### src/rtl/sar_seq_pkg.sv
package sar_seq_pkg;
   localparam int unsigned SAR_WIDTH_DEF   = 8;
   localparam int unsigned SAR_STEP_DEF    = 5;
   localparam int unsigned SAR_HOLDOFF_DEF = 4;
endpackage

### src/rtl/sar_step_timer.sv
module sar_step_timer #(
   parameter int unsigned WIDTH     = sar_seq_pkg::SAR_WIDTH_DEF,
   parameter int unsigned STEP_CLKS = sar_seq_pkg::SAR_STEP_DEF,
   localparam int unsigned IDXW     = $clog2(WIDTH)
) (
   input  logic            clk,
   input  logic            rst_n,
   input  logic            busy,
   input  logic            launch,
   output logic [IDXW-1:0] bit_idx,
   output logic            step_end,
   output logic            last_step
);
   // Position within a bit step: a counter, or nothing when a step is one clock.
   generate
      if (STEP_CLKS == 1) begin : g_single
         assign step_end = busy;
      end else begin : g_multi
         localparam int unsigned SUBW = $clog2(STEP_CLKS);
         localparam logic [SUBW-1:0] SUB_LAST = SUBW'(STEP_CLKS - 1);
         logic [SUBW-1:0] sub_q;
         always_ff @(posedge clk or negedge rst_n) begin
            if (!rst_n) begin
               sub_q <= '0;
            end else if (launch) begin
               sub_q <= '0;
            end else if (busy) begin
               sub_q <= (sub_q == SUB_LAST) ? '0 : sub_q + 1'b1;
            end
         end
         assign step_end = busy && (sub_q == SUB_LAST);
      end
   endgenerate

   always_ff @(posedge clk or negedge rst_n) begin
      if (!rst_n) begin
         bit_idx <= IDXW'(WIDTH - 1);
      end else if (launch) begin
         bit_idx <= IDXW'(WIDTH - 1);
      end else if (step_end && bit_idx != '0) begin
         bit_idx <= bit_idx - 1'b1;
      end
   end

   assign last_step = step_end && (bit_idx == '0);
endmodule

### src/rtl/sar_approx_reg.sv
module sar_approx_reg #(
   parameter int unsigned WIDTH = sar_seq_pkg::SAR_WIDTH_DEF,
   localparam int unsigned IDXW = $clog2(WIDTH)
) (
   input  logic             clk,
   input  logic             rst_n,
   input  logic             launch,
   input  logic             busy,
   input  logic             step_end,
   input  logic             cmp_ge,
   input  logic [IDXW-1:0]  bit_idx,
   output logic [WIDTH-1:0] code_next,
   output logic [WIDTH-1:0] trial
);
   logic [WIDTH-1:0] code_q;

   // One slice per code bit: decided on its step's last clock, cleared on launch.
   generate
      for (genvar i = 0; i < WIDTH; i++) begin : g_bit
         logic sel;
         assign sel          = (bit_idx == IDXW'(i));
         assign code_next[i] = (step_end && sel) ? cmp_ge : code_q[i];
         assign trial[i]     = code_q[i] | (busy & sel);
         always_ff @(posedge clk or negedge rst_n) begin
            if (!rst_n) begin
               code_q[i] <= 1'b0;
            end else if (launch) begin
               code_q[i] <= 1'b0;
            end else begin
               code_q[i] <= code_next[i];
            end
         end
      end
   endgenerate
endmodule

### src/rtl/sar_holdoff.sv
module sar_holdoff #(
   parameter int unsigned HOLDOFF = sar_seq_pkg::SAR_HOLDOFF_DEF
) (
   input  logic clk,
   input  logic rst_n,
   input  logic done,
   output logic hold_active
);
   // Starts are blocked on the first HOLDOFF-1 edges after completion.
   generate
      if (HOLDOFF <= 1) begin : g_none
         assign hold_active = 1'b0;
      end else begin : g_cnt
         localparam int unsigned CW = $clog2(HOLDOFF);
         logic [CW-1:0] cnt_q;
         always_ff @(posedge clk or negedge rst_n) begin
            if (!rst_n) begin
               cnt_q <= '0;
            end else if (done) begin
               cnt_q <= CW'(HOLDOFF - 1);
            end else if (cnt_q != '0) begin
               cnt_q <= cnt_q - 1'b1;
            end
         end
         assign hold_active = (cnt_q != '0);
      end
   endgenerate
endmodule

### src/rtl/sar_seq.sv
module sar_seq #(
   parameter int unsigned WIDTH     = sar_seq_pkg::SAR_WIDTH_DEF,
   parameter int unsigned STEP_CLKS = sar_seq_pkg::SAR_STEP_DEF,
   parameter int unsigned HOLDOFF   = sar_seq_pkg::SAR_HOLDOFF_DEF
) (
   input  logic             clk,
   input  logic             rst_n,
   input  logic             start_i,
   input  logic             cmp_ge_i,
   output logic [WIDTH-1:0] trial_o,
   output logic             eoc_o,
   output logic [WIDTH-1:0] result_o
);
   localparam int unsigned IDXW = $clog2(WIDTH);

   generate
      if (WIDTH < 2) begin : g_bad_width
         $error("sar_seq: WIDTH must be at least 2");
      end
      if (STEP_CLKS < 1) begin : g_bad_step
         $error("sar_seq: STEP_CLKS must be at least 1");
      end
      if (HOLDOFF < 1) begin : g_bad_hold
         $error("sar_seq: HOLDOFF must be at least 1");
      end
   endgenerate

   logic            busy_q;
   logic            hold_active;
   logic            launch;
   logic            step_end;
   logic            last_step;
   logic            done;
   logic [IDXW-1:0] bit_idx;
   logic [WIDTH-1:0] code_next;

   // A start always wins while busy (restart); when idle it waits out the holdoff.
   assign launch = start_i && (busy_q || !hold_active);
   assign done   = last_step && !launch;

   sar_step_timer #(.WIDTH(WIDTH), .STEP_CLKS(STEP_CLKS)) u_timer (
      .clk       (clk),
      .rst_n     (rst_n),
      .busy      (busy_q),
      .launch    (launch),
      .bit_idx   (bit_idx),
      .step_end  (step_end),
      .last_step (last_step)
   );

   sar_approx_reg #(.WIDTH(WIDTH)) u_approx (
      .clk       (clk),
      .rst_n     (rst_n),
      .launch    (launch),
      .busy      (busy_q),
      .step_end  (step_end),
      .cmp_ge    (cmp_ge_i),
      .bit_idx   (bit_idx),
      .code_next (code_next),
      .trial     (trial_o)
   );

   sar_holdoff #(.HOLDOFF(HOLDOFF)) u_hold (
      .clk         (clk),
      .rst_n       (rst_n),
      .done        (done),
      .hold_active (hold_active)
   );

   always_ff @(posedge clk or negedge rst_n) begin
      if (!rst_n) begin
         busy_q   <= 1'b0;
         result_o <= '0;
      end else begin
         if (launch) begin
            busy_q <= 1'b1;
         end else if (done) begin
            busy_q <= 1'b0;
         end
         if (done) begin
            result_o <= code_next;
         end
      end
   end

   assign eoc_o = !busy_q;
endmodule

### config.mk
export PLATFORM = sky130hd
export DESIGN_NAME = sar_seq
export DESIGN_NICKNAME = d
export VERILOG_FILES = /design/src/rtl/sar_seq_pkg.sv /design/src/rtl/sar_step_timer.sv /design/src/rtl/sar_approx_reg.sv /design/src/rtl/sar_holdoff.sv /design/src/rtl/sar_seq.sv
export SDC_FILE = /design/constraint.sdc
export NUM_CORES = 1
export LEC_CHECK = 0
export BUFFER_PORTS_ARGS = -buffer_cell sky130_fd_sc_hd__buf_2
export CORE_ASPECT_RATIO = 0.5
export CORE_MARGIN = 2
export CORE_UTILIZATION = 42
export DETAILED_ROUTE_END_ITERATION = 12
export GPL_TIMING_DRIVEN = 1
export PLACE_DENSITY = 0.6
export SETUP_SLACK_MARGIN = 0.3
export SYNTH_ARGS = -nofsm -noshare
export SYNTH_HDL_FRONTEND = slang
export SYNTH_HIERARCHICAL = 1
export SYNTH_SLANG_ARGS = --single-unit
### constraint.sdc
create_clock -name clk -period 3.9 [get_ports clk]
set_input_delay 1.17 -clock clk [delete_from_list [all_inputs] [get_ports clk]]
set_output_delay 1.17 -clock clk [all_outputs]
set_load 0.01 [all_outputs]
==> impl_metrics.yaml, run 1 <==
cts:
  clockBufferDepth: 2
  clkTransAtPathRegs_ps: 100
  clk_latency_ps: 280
  cts_root_buf: "clkbuf_8"
  cts_sinks: 25
  cts_hold_buf: 0
  cts_resized: 0
  cts_buffers: 3
  h-tree-depth: 1
  post-cts-setup-buffers: 0
  cts_tree: "built"
pwr:
  powerDensity_nw_per_um2: 276
  finalPower_mw: 0.467
  p_leak_nw: 0.935
  switching_power_mw: 0.119
  power_frac_seq_pct: 57.6
  intPower_mw: 0.348
  combinationalPowerShare_pct: 7.5
  irDropWorstVdd_mv: 0.125
  p_sw_share_pct: 25.5
  clkPwrFrac_pct: 34.9
sta:
  period_minus_slack_ps: 2750
  setup_violations: 0
  maxSlewViolCount: 0
  finalHoldViolations: 0
  period_share_pct: 70.6
  fin_worst_skew_ps: 6.09
  slew_headroom_pct: 60.3
  rsz0062_at_grt: "false"
  max_freq_ghz: 0.363
  worst_hold_slack_ps: 508
  setup_ws_ps: 1150
  tns_ps: 0
  tightestPinTransition_ps: 595
grt:
  grt_max_degree: 26
  antenna_found_initial: 0
  grt_pass1_vias: 940
  grt.total_usage_pct: 15.9
  grt_pass1_wl_mm: 4.60
  grt-ovfl-total: 0
routing:
  wl_per_cell_um: 14.5
  drc: 0
  viasPerCell: 5.09
  drt_wl_total_mm: 2.94
  ant_nets: 0
  via_count: 1033
  dr.pass1.iters: 4
  drtIter0Drc: 38
floorplanning:
  chipWidth_um: 88.7
  core_um2: 3430
  row_count: 15
  die_area_um2: 4110
  boundaryPins: 21
  die-height_um: 46.3
  initial_core_util_pct: 43.8
synthesis:
  synth_top_area_share_pct: 36.6
  synth.area.mux_share_pct: 17.3
  synth_top_family_by_area: "simple AND/OR/NAND/NOR gates"
  synth_area_per_cell_um2: 11.6
  synth-xor-area-share_pct: 0.582
  synthTopCellsByArea: "dfrtp_1 (37%), mux2_1 (6.0%), mux2_2 (6.0%)"
  synth_warnings: 6
  ys_types: 36
  synth_ff_type: "dfrtp_1"
  yosysTopAreaCell: "dfrtp_1"
  synth_compound_area_share_pct: 10.7
  synth_enable_flop_cells: 0
  synth_nets: 139
  async_flop_share_pct: 100
  syn_area_um2: 1510
  syn-instance-count: 130
  ys_seq_area_share_pct: 41.8
  synth_seq_cells: 25
  yosys.area_share.simple_pct: 19.7
  synth_adder_area_share_pct: 4.16
setup_path:
  start_kind: "flop"
  worstPathRequired_ps: 2730
  worstPathArrival_ps: 1580
  path_buf_inv: 1
  critPathKind: "reg2out"
  critPathMaxFanout: 16
  cp_top_family: "flip-flops"
  slowest_delay_ps: 730
  end_kind: "output port"
  path_cells: "nor2b_1 -> a31o_2 -> buf_2"
  cp_slowest_cell: "dfstp_2"
cells_and_area:
  syn_to_final_growth_pct: 12.5
  layout.nets: 162
  drive_above_1_share_pct: 31.6
  layout_commonest_cell: "dfrtp_1"
  mostFrequentLayoutCells: "dfrtp_1 (22), buf_2 (20), nand2b_1 (14)"
  final_cells: 203
  diodes: 0
  fillers: 327
place:
  numPortBuffers: 20
  finalWeightedCongestion: 0.734
  dp_hpwl_mm: 1.94
  placed_cells: 199
  post-place-ws_ps: 1460
status:
  outcome: "complete, no violations"
job:
  maxCapViolCount: 0
min_path:
  min_path_type: "reg2reg"
## metrics by stage
step | util, % | instance area, µm²
2_1_floorplan | - | 1510
3_3_place_gp | 47.9 | 1650
3_5_place_dp | 47.9 | 1650
4_1_cts | 49.3 | 1690
5_1_grt | 49.3 | 1690
6_report | 49.3 | 1690
## synthesized netlist by cell type (all sizes together) (2+ instances only)
cell and n:
and4bb 3, o21ai 3, dfrtp 22, nor2b 3, mux2i 8, nand2 2
a21o 2, mux2 16, inv 13, dfstp 3, nand4 2, a21oi 5
ha 5, a31o 4, nand4b 3, a41o 3, nand3 4, buf 3
nand2b 14
## cell type report
class	instances	area [µm²]	share of cell area, %
clock inverter	1	5.00	0.296
inverter	13	48.8	2.88
tap	51	63.8	3.77
clock buffer	3	41.3	2.44
multi-input combinational	88	790	46.6
sequential	25	629	37.2
timing repair buffer	22	115	6.80
## worst paths after layout
path | from | end | slack, ps | cells after the start
max | u_timer/bit_idx[0]$_DFFE_PN1P_ | trial_o[2] | 1150 | 3
max in group asynchronous | rst_n | u_approx/code_q[3]$_DFF_PN0_ | 2630 | 1
min | result_o[3]$_DFFE_PN0P_ | result_o[3]$_DFFE_PN0P_ | 510 | 1
min reg2reg | result_o[3]$_DFFE_PN0P_ | result_o[3]$_DFFE_PN0P_ | 510 | 1
max reg2reg | u_timer/bit_idx[0]$_DFFE_PN1P_ | result_o[5]$_DFFE_PN0P_ | 1780 | 6
min in group asynchronous | rst_n | u_timer/g_multi.sub_q[1]$_DFFE_PN0P_ | 880 | 1
## per-layer routing
metal | track usage (%) | share of wire [%] | routed length (µm) | vias to the layer above
met5 | 0 | 0 | 0 | -
li1 | - | - | - | 512
met4 | 7.27 | 1.8 | 53 | 0
met2 | 23.4 | 41 | 1210 | 19
met1 | 21.5 | 53 | 1570 | 497
met3 | 4.84 | 3.7 | 108 | 5
## sequential cells by signal (all words and copies together) (netlist names)
signal	count
u_timer/g_multi.sub_q	3
u_timer/bit_idx	3
result_o	8
busy_q	1
u_hold/g_cnt.cnt_q	2
u_approx/code_q	8
## cell families (layout without fill, tap and decap cells)
logic type | after synthesis | count (layout)
AO/OA/AOI/OAI | 21 | 21
AND/OR/NAND/NOR | 37 | 37
multiplexers | 24 | 24
XOR/XNOR | 1 | 1
flip-flops | 25 | 25
adder cells (fa/ha/maj) | 5 | 5
buffers and inverters | 17 | 39
## power by group through the flow
| stage | logic [mW] | registers, mW | clock network [mW] |
|---|---|---|---|
| after floorplan | 0.0237 | 0.271 | 0 |
| after global placement | 0.0351 | 0.274 | 0 |
| after detailed placement | 0.0356 | 0.274 | 0 |
| after CTS | 0.0356 | 0.269 | 0.168 |
| after global routing | 0.0396 | 0.270 | 0.176 |
| final | 0.0351 | 0.269 | 0.163 |
(Power assumes the default switching activity.)
==> run 2, diff against run 1 <==
--- a/config.mk
+++ b/config.mk
@@ -5,13 +5,14 @@
 export SDC_FILE = /design/constraint.sdc
 export NUM_CORES = 1
 export LEC_CHECK = 0
+export ABC_AREA = 1
 export BUFFER_PORTS_ARGS = -buffer_cell sky130_fd_sc_hd__buf_2
 export CORE_ASPECT_RATIO = 0.5
 export CORE_MARGIN = 2
 export CORE_UTILIZATION = 42
 export DETAILED_ROUTE_END_ITERATION = 12
 export GPL_TIMING_DRIVEN = 1
-export PLACE_DENSITY = 0.6
+export PLACE_DENSITY = 0.61
 export SETUP_SLACK_MARGIN = 0.3
 export SYNTH_ARGS = -nofsm -noshare
 export SYNTH_HDL_FRONTEND = slang
==> constraint.sdc (replaced) <==
create_clock -name clk -period 2.7 [get_ports clk]
set_input_delay 0.81 -clock clk [delete_from_list [all_inputs] [get_ports clk]]
set_output_delay 0.81 -clock clk [all_outputs]
set_load 0.01 [all_outputs]
==> run 2 against run 1 <==
Clock power grew 36%. Critical path depth up 2. Sequential cell count did not move. Cell count rose by 25%. Critical path type unchanged. Largest power group unchanged.
==> impl_metrics.yaml, run 2 <==
status:
  outcome: "complete, no violations"
synthesis:
  synth_common_cells: "nand2_1 (56), inv_1 (30), dfrtp_1 (22), nand3_1 (19), nor2_1 (15)"
  yosysTopAreaCell: "dfrtp_1"
  syn-instance-count: 194
  synth_enable_flop_cells: 0
  syn_area_um2: 1450
  synth_ff_type: "dfrtp_1"
  synth_nets: 203
  synthTopCellsByArea: "dfrtp_1 (38%), nand2_1 (15%), inv_1 (7.8%)"
  synth_area_per_cell_um2: 7.47
  synth_warnings: 6
  synth_seq_cells: 25
  ys_seq_area_share_pct: 43.4
  synth_top_area_share_pct: 38.0
  async_flop_share_pct: 100
  yosysMostFrequentCell: "nand2_1"
  ys_types: 23
job:
  maxCapViolCount: 0
sta:
  finalHoldViolations: 0
  max_freq_ghz: 0.437
  slew_headroom_pct: 50.9
  period_share_pct: 84.8
  tightestPinTransition_ps: 733
  worst_hold_slack_ps: 474
  rsz0062_at_grt: "false"
  fin_worst_skew_ps: 6.54
  tns_ps: 0
  setup_violations: 0
  period_minus_slack_ps: 2290
  maxSlewViolCount: 0
routing:
  drc: 0
  ant_nets: 0
  dr.pass1.iters: 4
  drt_wl_total_mm: 2.99
  wl_per_cell_um: 11.8
  viasPerCell: 4.91
  via_count: 1247
  drtIter0Drc: 61
setup_path:
  start_kind: "flop"
  cp-startpoint: "u_timer/bit_idx[0]$_DFFE_PN1P_"
  critPathKind: "reg2out"
  end_kind: "output port"
  worstPathRequired_ps: 1890
  worstPathArrival_ps: 1480
  timing.rr.start: "busy_q$_DFFE_PN0P_"
  critPathMaxFanout: 8
grt:
  grt_pass1_wl_mm: 4.73
  antenna_found_initial: 0
  grt.total_usage_pct: 15.7
  grt-ovfl-total: 0
  grt_pass1_vias: 1052
  grt_max_degree: 26
cells_and_area:
  fin_util_pct: 47.9
  reg_top3: "result_o (8), u_approx/code_q (8)"
  diodes: 0
  drive_above_1_share_pct: 21.7
  syn_to_final_growth_pct: 11.1
  mostFrequentLayoutCells: "nand2_1 (56), inv_1 (30), dfrtp_1 (22)"
  layout.nets: 222
  layout_commonest_cell: "nand2_1"
cts:
  cts_buffers: 3
  cts_root_buf: "clkbuf_8"
  cts_sinks: 25
  clk_latency_ps: 270
  h-tree-depth: 1
  clockBufferDepth: 2
  cts_tree: "built"
  clkTransAtPathRegs_ps: 90
place:
  numPortBuffers: 20
  finalWeightedCongestion: 0.802
  dp_hpwl_mm: 2.19
pwr:
  powerDensity_nw_per_um2: 518
  combinationalPowerShare_pct: 22.7
  intPower_mw: 0.577
  switching_power_mw: 0.257
  power_frac_seq_pct: 50.6
  clkPwrFrac_pct: 26.7
  finalPower_mw: 0.834
  irDropWorstVdd_mv: 0.134
  p_sw_share_pct: 30.8
  p_leak_nw: 0.992
min_path:
  hold_start: "result_o[6]$_DFFE_PN0P_"
  min_path_type: "reg2reg"
floorplanning:
  initial_core_util_pct: 43.1
  die-height_um: 45.5
  boundaryPins: 21
  row_count: 15
  chipWidth_um: 87.1
  die_area_um2: 3960
  core_um2: 3360
-- run 2: changes by cell type after synthesis, moves of 8 or more --
cell / delta
nand2_1: +54
inv_1: +18
nand3_1: +16
nand2b_1: -14
nor2_1: +14
nand4_1: +9
mux2_1: -8
mux2_2: -8
mux2i_1: -8
-- run 2: critical path: stages (launching register included) --
cell	delay, ps
dfstp_2	620
inv_1	100
nor2_2	170
nand3_1	110
nand2_1	80
buf_2	120
-- run 2: worst paths after layout --
kind	end	slack, ps	cells after the start
setup / recovery	trial_o[1]	410	5
hold / removal	result_o[6]$_DFFE_PN0P_	470	2
setup reg to reg	u_hold/g_cnt.cnt_q[1]$_DFFE_PN0P_	730	6
hold reg to reg	result_o[6]$_DFFE_PN0P_	470	2
max in group asynchronous	u_approx/code_q[7]$_DFF_PN0_	1800	1
min in group asynchronous	u_timer/g_multi.sub_q[2]$_DFFE_PN0P_	510	1
-- run 2: final cells by class --
class,instances,area (µm²)
sequential,25,629
tap,42,52.6
clock buffer,4,45.0
fill,353,1750
inverter,34,128
timing repair buffer,21,108
multi-input combinational,128,648
-- run 2: kinds of logic (layout without fill, tap and decap cells) --
logic type / Yosys count / after routing / synth area share [%]
DFF: 25 / 25 / 43.4
and+or+nand+nor: 112 / 112 / 35.5
buffers and inverters: 41 / 59 / 12.2
adders and majority gates: 5 / 5 / 4.32
xor gates and xnor gates: 1 / 1 / 0.605
AOI/OAI and AO/OA: 10 / 10 / 3.97
-- run 2: through the flow --
step                area, µm²  std cells  setup WS, ps
floorplan                1450        194           906
global placement         1550        249           685
detailed placement       1550        249           633
CTS                      1600        253           323
global route             1610        254           318
finish                   1610        254           410
-- run 2: power groups by stage --
stage	clock network, mW	registers [mW]	logic [mW]
final	0.222	0.422	0.190
after global routing	0.246	0.424	0.215
after CTS	0.230	0.422	0.189
after detailed placement	0	0.430	0.188
after global placement	0	0.429	0.181
after floorplan	0	0.424	0.150
-- run 2: repair_timing --
item,CTS,global route
hold buffers,0,0
resized for setup,0,2
setup endpoints to repair,0,4
setup buffers,0,1
-- run 2: metal layers --
layer | GRT usage (%) | routed length (µm) | vias to the layer above
met2 | 26.6 | 1450 | 17
li1 | - | - | 639
met3 | 4.35 | 95 | 2
met4 | 3.75 | 19 | 0
met1 | 20.4 | 1420 | 589
met5 | 0 | 0 | -
